$ cat config.mk
export PLATFORM = sky130hd
export DESIGN_NAME = rtc_trim_prescaler
export DESIGN_NICKNAME = d
export VERILOG_FILES = /design/src/rtl/rtc_trim_pkg.sv /design/src/rtl/rtc_trim_reg.sv /design/src/rtl/rtc_trim_tc.sv /design/src/rtl/rtc_prescaler.sv /design/src/rtl/rtc_sec_cnt.sv /design/src/rtl/rtc_trim_prescaler.sv
export SDC_FILE = /design/constraint.sdc
export NUM_CORES = 1
export LEC_CHECK = 0
export ABC_AREA = 1
export BUFFER_PORTS_ARGS = -buffer_cell sky130_fd_sc_hd__buf_2
export CAP_MARGIN = 10
export CORE_MARGIN = 8
export CORE_UTILIZATION = 35
export CTS_CLUSTER_SIZE = 16
export DETAILED_ROUTE_END_ITERATION = 10
export HOLD_SLACK_MARGIN = 0.08
export PLACE_DENSITY_LB_ADDON = 0.05
export SLEW_MARGIN = 20
export SYNTH_ARGS = -nofsm -noshare
export SYNTH_HDL_FRONTEND = slang
export SYNTH_SLANG_ARGS = --single-unit
$ cat constraint.sdc
create_clock -name clk_32k -period 1.7 [get_ports clk_32k]
set_input_delay 0.255 -clock clk_32k [delete_from_list [all_inputs] [get_ports clk_32k]]
set_output_delay 0.255 -clock clk_32k [all_outputs]
set_load 0.005 [all_outputs]
$ cat src/rtl/rtc_trim_pkg.sv
package rtc_trim_pkg;

  localparam int MAG_W    = 12;
  localparam int WORD_W   = 16;
  localparam int SEC_W    = 6;
  localparam int SEC_LAST = 59;
  localparam int SLOT     = 20;
  localparam int DLT_W    = MAG_W + 3;

  // Stored trim state: interval select, sign, magnitude.
  typedef struct packed {
    logic             dev;
    logic             shrink;
    logic [MAG_W-1:0] mag;
  } trim_t;

  // Signed clock offset encoded by a trim word (null codes give zero).
  function automatic logic signed [DLT_W-1:0] trim_delta(input trim_t t);
    logic [MAG_W:0]   steps;
    logic [MAG_W+1:0] amt;
    steps = '0;
    if (!t.shrink) begin
      if (t.mag > MAG_W'(1)) steps = {1'b0, t.mag} - (MAG_W+1)'(1);
    end else if (t.mag != '1) begin
      steps = {1'b0, ~t.mag} + (MAG_W+1)'(1);
    end
    amt = {steps, 1'b0};
    trim_delta = t.shrink ? -$signed({1'b0, amt}) : $signed({1'b0, amt});
  endfunction

endpackage

$ cat src/rtl/rtc_trim_reg.sv
module rtc_trim_reg
  import rtc_trim_pkg::*;
(
  input  logic                    clk,
  input  logic                    rst_n,
  input  logic                    wr_en,
  input  logic [WORD_W-1:0]       wr_data,
  input  logic [SEC_W-1:0]        sec,
  output trim_t                   trim_q,
  output logic                    rej_q
);

  trim_t trim_d;
  logic  rej_d;
  logic  blocked;
  logic  unused_rsvd;

  assign unused_rsvd = ^wr_data[14:13];

  always_comb begin
    blocked = (sec == SEC_W'(0)) || (sec == SEC_W'(SLOT)) ||
              (sec == SEC_W'(2*SLOT));
    trim_d  = trim_q;
    rej_d   = 1'b0;
    if (wr_en) begin
      if (blocked) begin
        rej_d = 1'b1;
      end else begin
        trim_d.dev    = wr_data[15];
        trim_d.shrink = wr_data[12];
        trim_d.mag    = wr_data[MAG_W-1:0];
      end
    end
  end

  always_ff @(posedge clk or negedge rst_n) begin
    if (!rst_n) begin
      trim_q <= '0;
      rej_q  <= 1'b0;
    end else begin
      trim_q <= trim_d;
      rej_q  <= rej_d;
    end
  end

endmodule

$ cat src/rtl/rtc_trim_tc.sv
module rtc_trim_tc
  import rtc_trim_pkg::*;
#(
  parameter int CNT_W = 16
) (
  input  trim_t                trim,
  input  logic [SEC_W-1:0]     sec_nxt,
  output logic [CNT_W-1:0]     tc_nxt
);

  localparam int NOM_TC = (1 << (CNT_W-1)) - 1;

  logic                    hit;
  logic signed [DLT_W-1:0] delta;
  int                      sum;

  always_comb begin
    if (trim.dev) begin
      hit = (sec_nxt == SEC_W'(SEC_LAST));
    end else begin
      hit = (sec_nxt == SEC_W'(SEC_LAST - 2*SLOT)) ||
            (sec_nxt == SEC_W'(SEC_LAST - SLOT)) ||
            (sec_nxt == SEC_W'(SEC_LAST));
    end
    delta  = trim_delta(trim);
    sum    = NOM_TC + (hit ? int'(delta) : 0);
    tc_nxt = CNT_W'(sum);
  end

endmodule

$ cat src/rtl/rtc_prescaler.sv
module rtc_prescaler #(
  parameter int CNT_W = 16
) (
  input  logic             clk,
  input  logic             rst_n,
  input  logic [CNT_W-1:0] tc_nxt,
  output logic [CNT_W-1:0] cnt_q,
  output logic [CNT_W-1:0] tc_q,
  output logic             tick
);

  localparam logic [CNT_W-1:0] NOM_TC = CNT_W'((1 << (CNT_W-1)) - 1);

  logic [CNT_W-1:0] cnt_d;
  logic [CNT_W-1:0] tc_d;

  always_comb begin
    tick  = (cnt_q == tc_q);
    cnt_d = tick ? '0 : cnt_q + 1'b1;
    tc_d  = tick ? tc_nxt : tc_q;
  end

  always_ff @(posedge clk or negedge rst_n) begin
    if (!rst_n) begin
      cnt_q <= '0;
      tc_q  <= NOM_TC;
    end else begin
      cnt_q <= cnt_d;
      tc_q  <= tc_d;
    end
  end

endmodule

$ cat src/rtl/rtc_sec_cnt.sv
module rtc_sec_cnt
  import rtc_trim_pkg::*;
(
  input  logic             clk,
  input  logic             rst_n,
  input  logic             tick,
  output logic [SEC_W-1:0] sec_q,
  output logic [SEC_W-1:0] sec_nxt
);

  always_comb begin
    sec_nxt = (sec_q == SEC_W'(SEC_LAST)) ? '0 : sec_q + 1'b1;
  end

  always_ff @(posedge clk or negedge rst_n) begin
    if (!rst_n) begin
      sec_q <= '0;
    end else if (tick) begin
      sec_q <= sec_nxt;
    end
  end

endmodule

$ cat src/rtl/rtc_trim_prescaler.sv
module rtc_trim_prescaler
  import rtc_trim_pkg::*;
#(
  parameter int CNT_W = 16
) (
  input  logic        clk_32k,
  input  logic        rst_n,
  input  logic        trim_wr,
  input  logic [15:0] trim_wdata,
  output logic        trim_rej,
  output logic [5:0]  sec_o
);

  logic [1:0]       rst_sync;
  logic             rst_s;
  trim_t            trim_q;
  logic [SEC_W-1:0] sec_q;
  logic [SEC_W-1:0] sec_nxt;
  logic [CNT_W-1:0] tc_nxt;
  logic [CNT_W-1:0] cnt_q;
  logic [CNT_W-1:0] tc_q;
  logic             tick;

  always_ff @(posedge clk_32k or negedge rst_n) begin
    if (!rst_n) rst_sync <= 2'b00;
    else        rst_sync <= {rst_sync[0], 1'b1};
  end
  assign rst_s = rst_sync[1];

  rtc_trim_reg u_reg (
    .clk     (clk_32k),
    .rst_n   (rst_s),
    .wr_en   (trim_wr),
    .wr_data (trim_wdata),
    .sec     (sec_q),
    .trim_q  (trim_q),
    .rej_q   (trim_rej)
  );

  rtc_trim_tc #(.CNT_W(CNT_W)) u_tc (
    .trim    (trim_q),
    .sec_nxt (sec_nxt),
    .tc_nxt  (tc_nxt)
  );

  rtc_prescaler #(.CNT_W(CNT_W)) u_pre (
    .clk    (clk_32k),
    .rst_n  (rst_s),
    .tc_nxt (tc_nxt),
    .cnt_q  (cnt_q),
    .tc_q   (tc_q),
    .tick   (tick)
  );

  rtc_sec_cnt u_sec (
    .clk     (clk_32k),
    .rst_n   (rst_s),
    .tick    (tick),
    .sec_q   (sec_q),
    .sec_nxt (sec_nxt)
  );

  assign sec_o = sec_q;

endmodule

==> results by group <==
Synthesis
  – Area leader, netlist: dfrtp_1
  – Synth warnings: 0
  – Main synth FF type: dfrtp_1
  – Synth cell count leaders: 145 x nand2_1, 94 x nor2_1, 77 x inv_1, 46 x nand3_1, 40 x dfrtp_1
  – Synth area leaders: dfrtp_1 24%, nand2_1 13%, dfstp_2 9.0%
  – Syn Nets: ~640
  – Post-Syn Area per Cell: 6.74 um^2
  – Gate Count Post-Synth: just over 600
  – Mapped cell area: roughly 4000 um^2
  – Count leader, synth: nand2_1
  – Top-area cell type share of the netlist area: between 20% and 30%
  – Unique masters post-synth: 44
  – Register area share after synthesis: roughly 33%
  – Number of flops mapped to enable cells by yosys: 0
  – #FFs+latches synth: 54
  – Ys async rst share: 100%

Clock tree
  – CTS clk-pin slew, worst paths: around 90 ps
  – Root buffer cell: clkbuf_16
  – Sink Count: 54
  – CTS tree: yes
  – Worst skew pair latency: a little over 300 ps
  – Inserted Clock Buffers: 5
  – H-tree level count: 2
  – CTS Buffer Depth: 2

Global routing
  – Number of global-route vias before repair: ~4700
  – Tot GR Track Use: between 10% and 20%
  – Initial antenna violation count: 0
  – Pin count of the biggest net entering global routing: 23
  – First-pass GRT wire length: 21100 um
  – GR Overflow Total: 0

Routing
  – DRT antenna net count: 0
  – First DRT Iteration DRCs: about 210
  – Final WL: between 10000 and 15000 um
  – WL per Instance: between 10 and 15 um
  – Vias per Instance: between 4 and 5
  – Final routed DRC violation total: 0
  – DRT Pass-1 Iters: 4
  – Vias: between 4000 and 5000

Worst setup path
  – Worst Setup End Kind: flop
  – Crit path required time: between 1500 and 2000 ps
  – Levels on crit path: 23
  – Origin of the worst setup path: u_sec.sec_q[0]
  – Worst-path fanout max: 4
  – CP startpoint kind: flop
  – Crit path max-delay family: simple AND/OR/NAND/NOR gates
  – Worst path cell trace: ha_4 > nand3_4 > nor2_4 > inv_2 > buf_4 > a21oi_2 > nor2_1 > nand2_2 > nand2_4 > inv_4 > nor2_4 > inv_2 > ha_4 > inv_4 > a21oi_4 > nand2_1 > nor2_1 > nand3_1 > nor2_2 > nand2_1 > nand2_1 > nor2_1 > nor2_1
  – Critical Path Max Stage Delay: around 440 ps
  – Critical Path AT: 2910 ps
  – CP Buf/Inv Count: 5
  – CP max stage cell: dfrtp_2
  – Worst setup path category: reg2reg
  – FF-to-FF path depth: 23
  – Reg-to-Reg End: u_pre.tc_q[13]
  – Most Frequent Cell on Critical Path: nor2_1
  – Reg2reg start: u_sec.sec_q[0]
  – Setup slack, reg-to-reg: -970 ps
  – Critical Path End: u_pre.tc_q[13]

Finish
  – Antenna Cells: 0
  – Area Overhead vs Synth: 80.8%
  – Layout cells sized above 1: around three fifths
  – Fill cells: slightly below 1000
  – NumNets Final: 860
  – Multi-input gate area: about 3400 um^2
  – Final Util: 64.8%
  – Final cell count without fillers: roughly 1000
  – Register Area: roughly 1400 um^2

Die
  – Row Count: 39
  – Die area: ~15000 um^2
  – IO Pins: 26
  – Die H: ~120 um
  – Initial Util: between 30% and 40%
  – Core Box Area: 11400 um^2
  – Die width: between 100 and 150 um

Timing
  – Post-route clock period utilization: 157%
  – RSZ-0062 raised after global routing: yes
  – Worst Skew: approximately 12 ps
  – Setup violations, final: 30
  – Slew Viols, Final: 0
  – Final Hold Viols: 0
  – Setup tns final: -13150 ps
  – Minimum clock period after layout: between 2000 and 3000 ps
  – Setup ws final: -969 ps
  – Fmax: around 370 MHz

Place
  – RD Place Congestion: approximately 0.89
  – DPL Wire Length: between 9000 and 10000 um
  – Port Buffers: 23
  – Post-Place Cells: slightly above 900
  – Pre-CTS setup slack: -1030 ps

Pwr
  – Switch Pwr: slightly below 0.6 mW
  – Logic pwr share: under 10%
  – Leakage power figure: ~3.6 nW
  – Switching share of power: between 20% and 30%
  – Max IR drop VDD: 457 uV
  – Sequential power share: approximately 53%
  – Clock Power Share: 45.3%
  – Power density over the cells: 333 nW/um^2
  – Tot Pwr: between 2 and 2.5 mW
  – Internal: 1.88 mW

Status
  – Failing checks: setup timing
  – Status: finished, violations left

Run
  – Max Cap Viol: 0

Worst hold path
  – Hold Path Class: in2reg
[flip-flops by register name, indices dropped and copies added (netlist names)]
| signal | flops |
|---|---|
| u_reg.rej_q | 1 |
| u_pre.cnt_q | 16 |
| u_pre.tc_q | 15 |
| rst_sync | 2 |
| u_reg.trim_q | 14 |
| u_sec.sec_q | 6 |
[cell type report]
class / count / share of cell area (%)
multi-input cells: 459 / 46.5
repair buffers: 227 / 25.7
flip-flops and latches: 54 / 18.7
inverters: 85 / 4.70
well taps: 143 / 2.42
clock buffers: 5 / 1.69
clock inverters: 3 / 0.372
[logic make-up (layout without fill, tap and decap cells)]
kind of cell    Yosys count  after routing  share of synthesized area [%]
xor+xnor                 11             11                           2.35
simple gates            372            372                           42.7
mux                       3              3                          0.825
buf+inv                  95            320                           8.83
fa+ha+maj                 9              9                           2.75
other cells               1              1                         0.0916
compound gates           63             63                           8.98
flops                    54             54                           33.4
[tightest hold or removal path, cell delays in order]
cell and delay [ps]:
buf_2 120, inv_1 50, nor2_1 30
[worst min-delay path by stage]
| stage | from | to | depth (start not counted) |
|---|---|---|---|
| floorplan | rst_n | rst_sync[0] | 0 |
| global route | trim_wr | u_reg.rej_q | 3 |
| CTS | trim_wr | u_reg.rej_q | 3 |
| global placement | rst_n | rst_sync[0] | 1 |
| finish | trim_wr | u_reg.rej_q | 3 |
| detailed placement | rst_n | rst_sync[0] | 1 |
[repair_timing]
item	4_1_cts	5_1_grt
hold buffers	1	0
cloned	3	1
setup endpoints to repair	40	50
hold endpoints to repair	2	0
buffers inserted	45	26
gates resized for setup	129	180
pin swaps	54	90
[stage by stage]
| step | hold WS (ps) | instance area [um^2] |
|---|---|---|
| 2_1_floorplan | -40.6 | 4290 |
| 3_3_place_gp | 46.9 | 5680 |
| 3_5_place_dp | 46.6 | 5680 |
| 4_1_cts | 166 | 6710 |
| 5_1_grt | 174 | 7400 |
| 6_report | 174 | 7400 |
[power by group through the flow]
stage | clock (mW) | sequential, mW | combinational, mW
2_1_floorplan | 0 | 1.33 | 0.00134
3_3_place_gp | 0 | 1.32 | 0.0434
3_5_place_dp | 0 | 1.32 | 0.0440
4_1_cts | 1.14 | 1.30 | 0.0468
5_1_grt | 1.19 | 1.30 | 0.0538
6_report | 1.12 | 1.30 | 0.0477
[placed cells by master, fill, tap and decap left out, types with 24 or more instances in the layout]
cell type,instances
buf_6,36
nand3_1,24
dfrtp_1,30
nor2_2,38
nand2_1,97
buf_4,158
inv_1,52
nand2_2,41
nor2_1,49
nor2_4,24
[routing by layer]
layer / up-vias / part of all wire (%) / GRT usage [%]
li1: 2402 / - / -
met1: 2255 / 44 / 21.3
met2: 98 / 50 / 29.5
met3: 17 / 4.1 / 3.40
met4: 0 / 1.5 / 4.46
met5: - / 0 / 0
No activity file was read; power rests on OpenSTA's default activity.
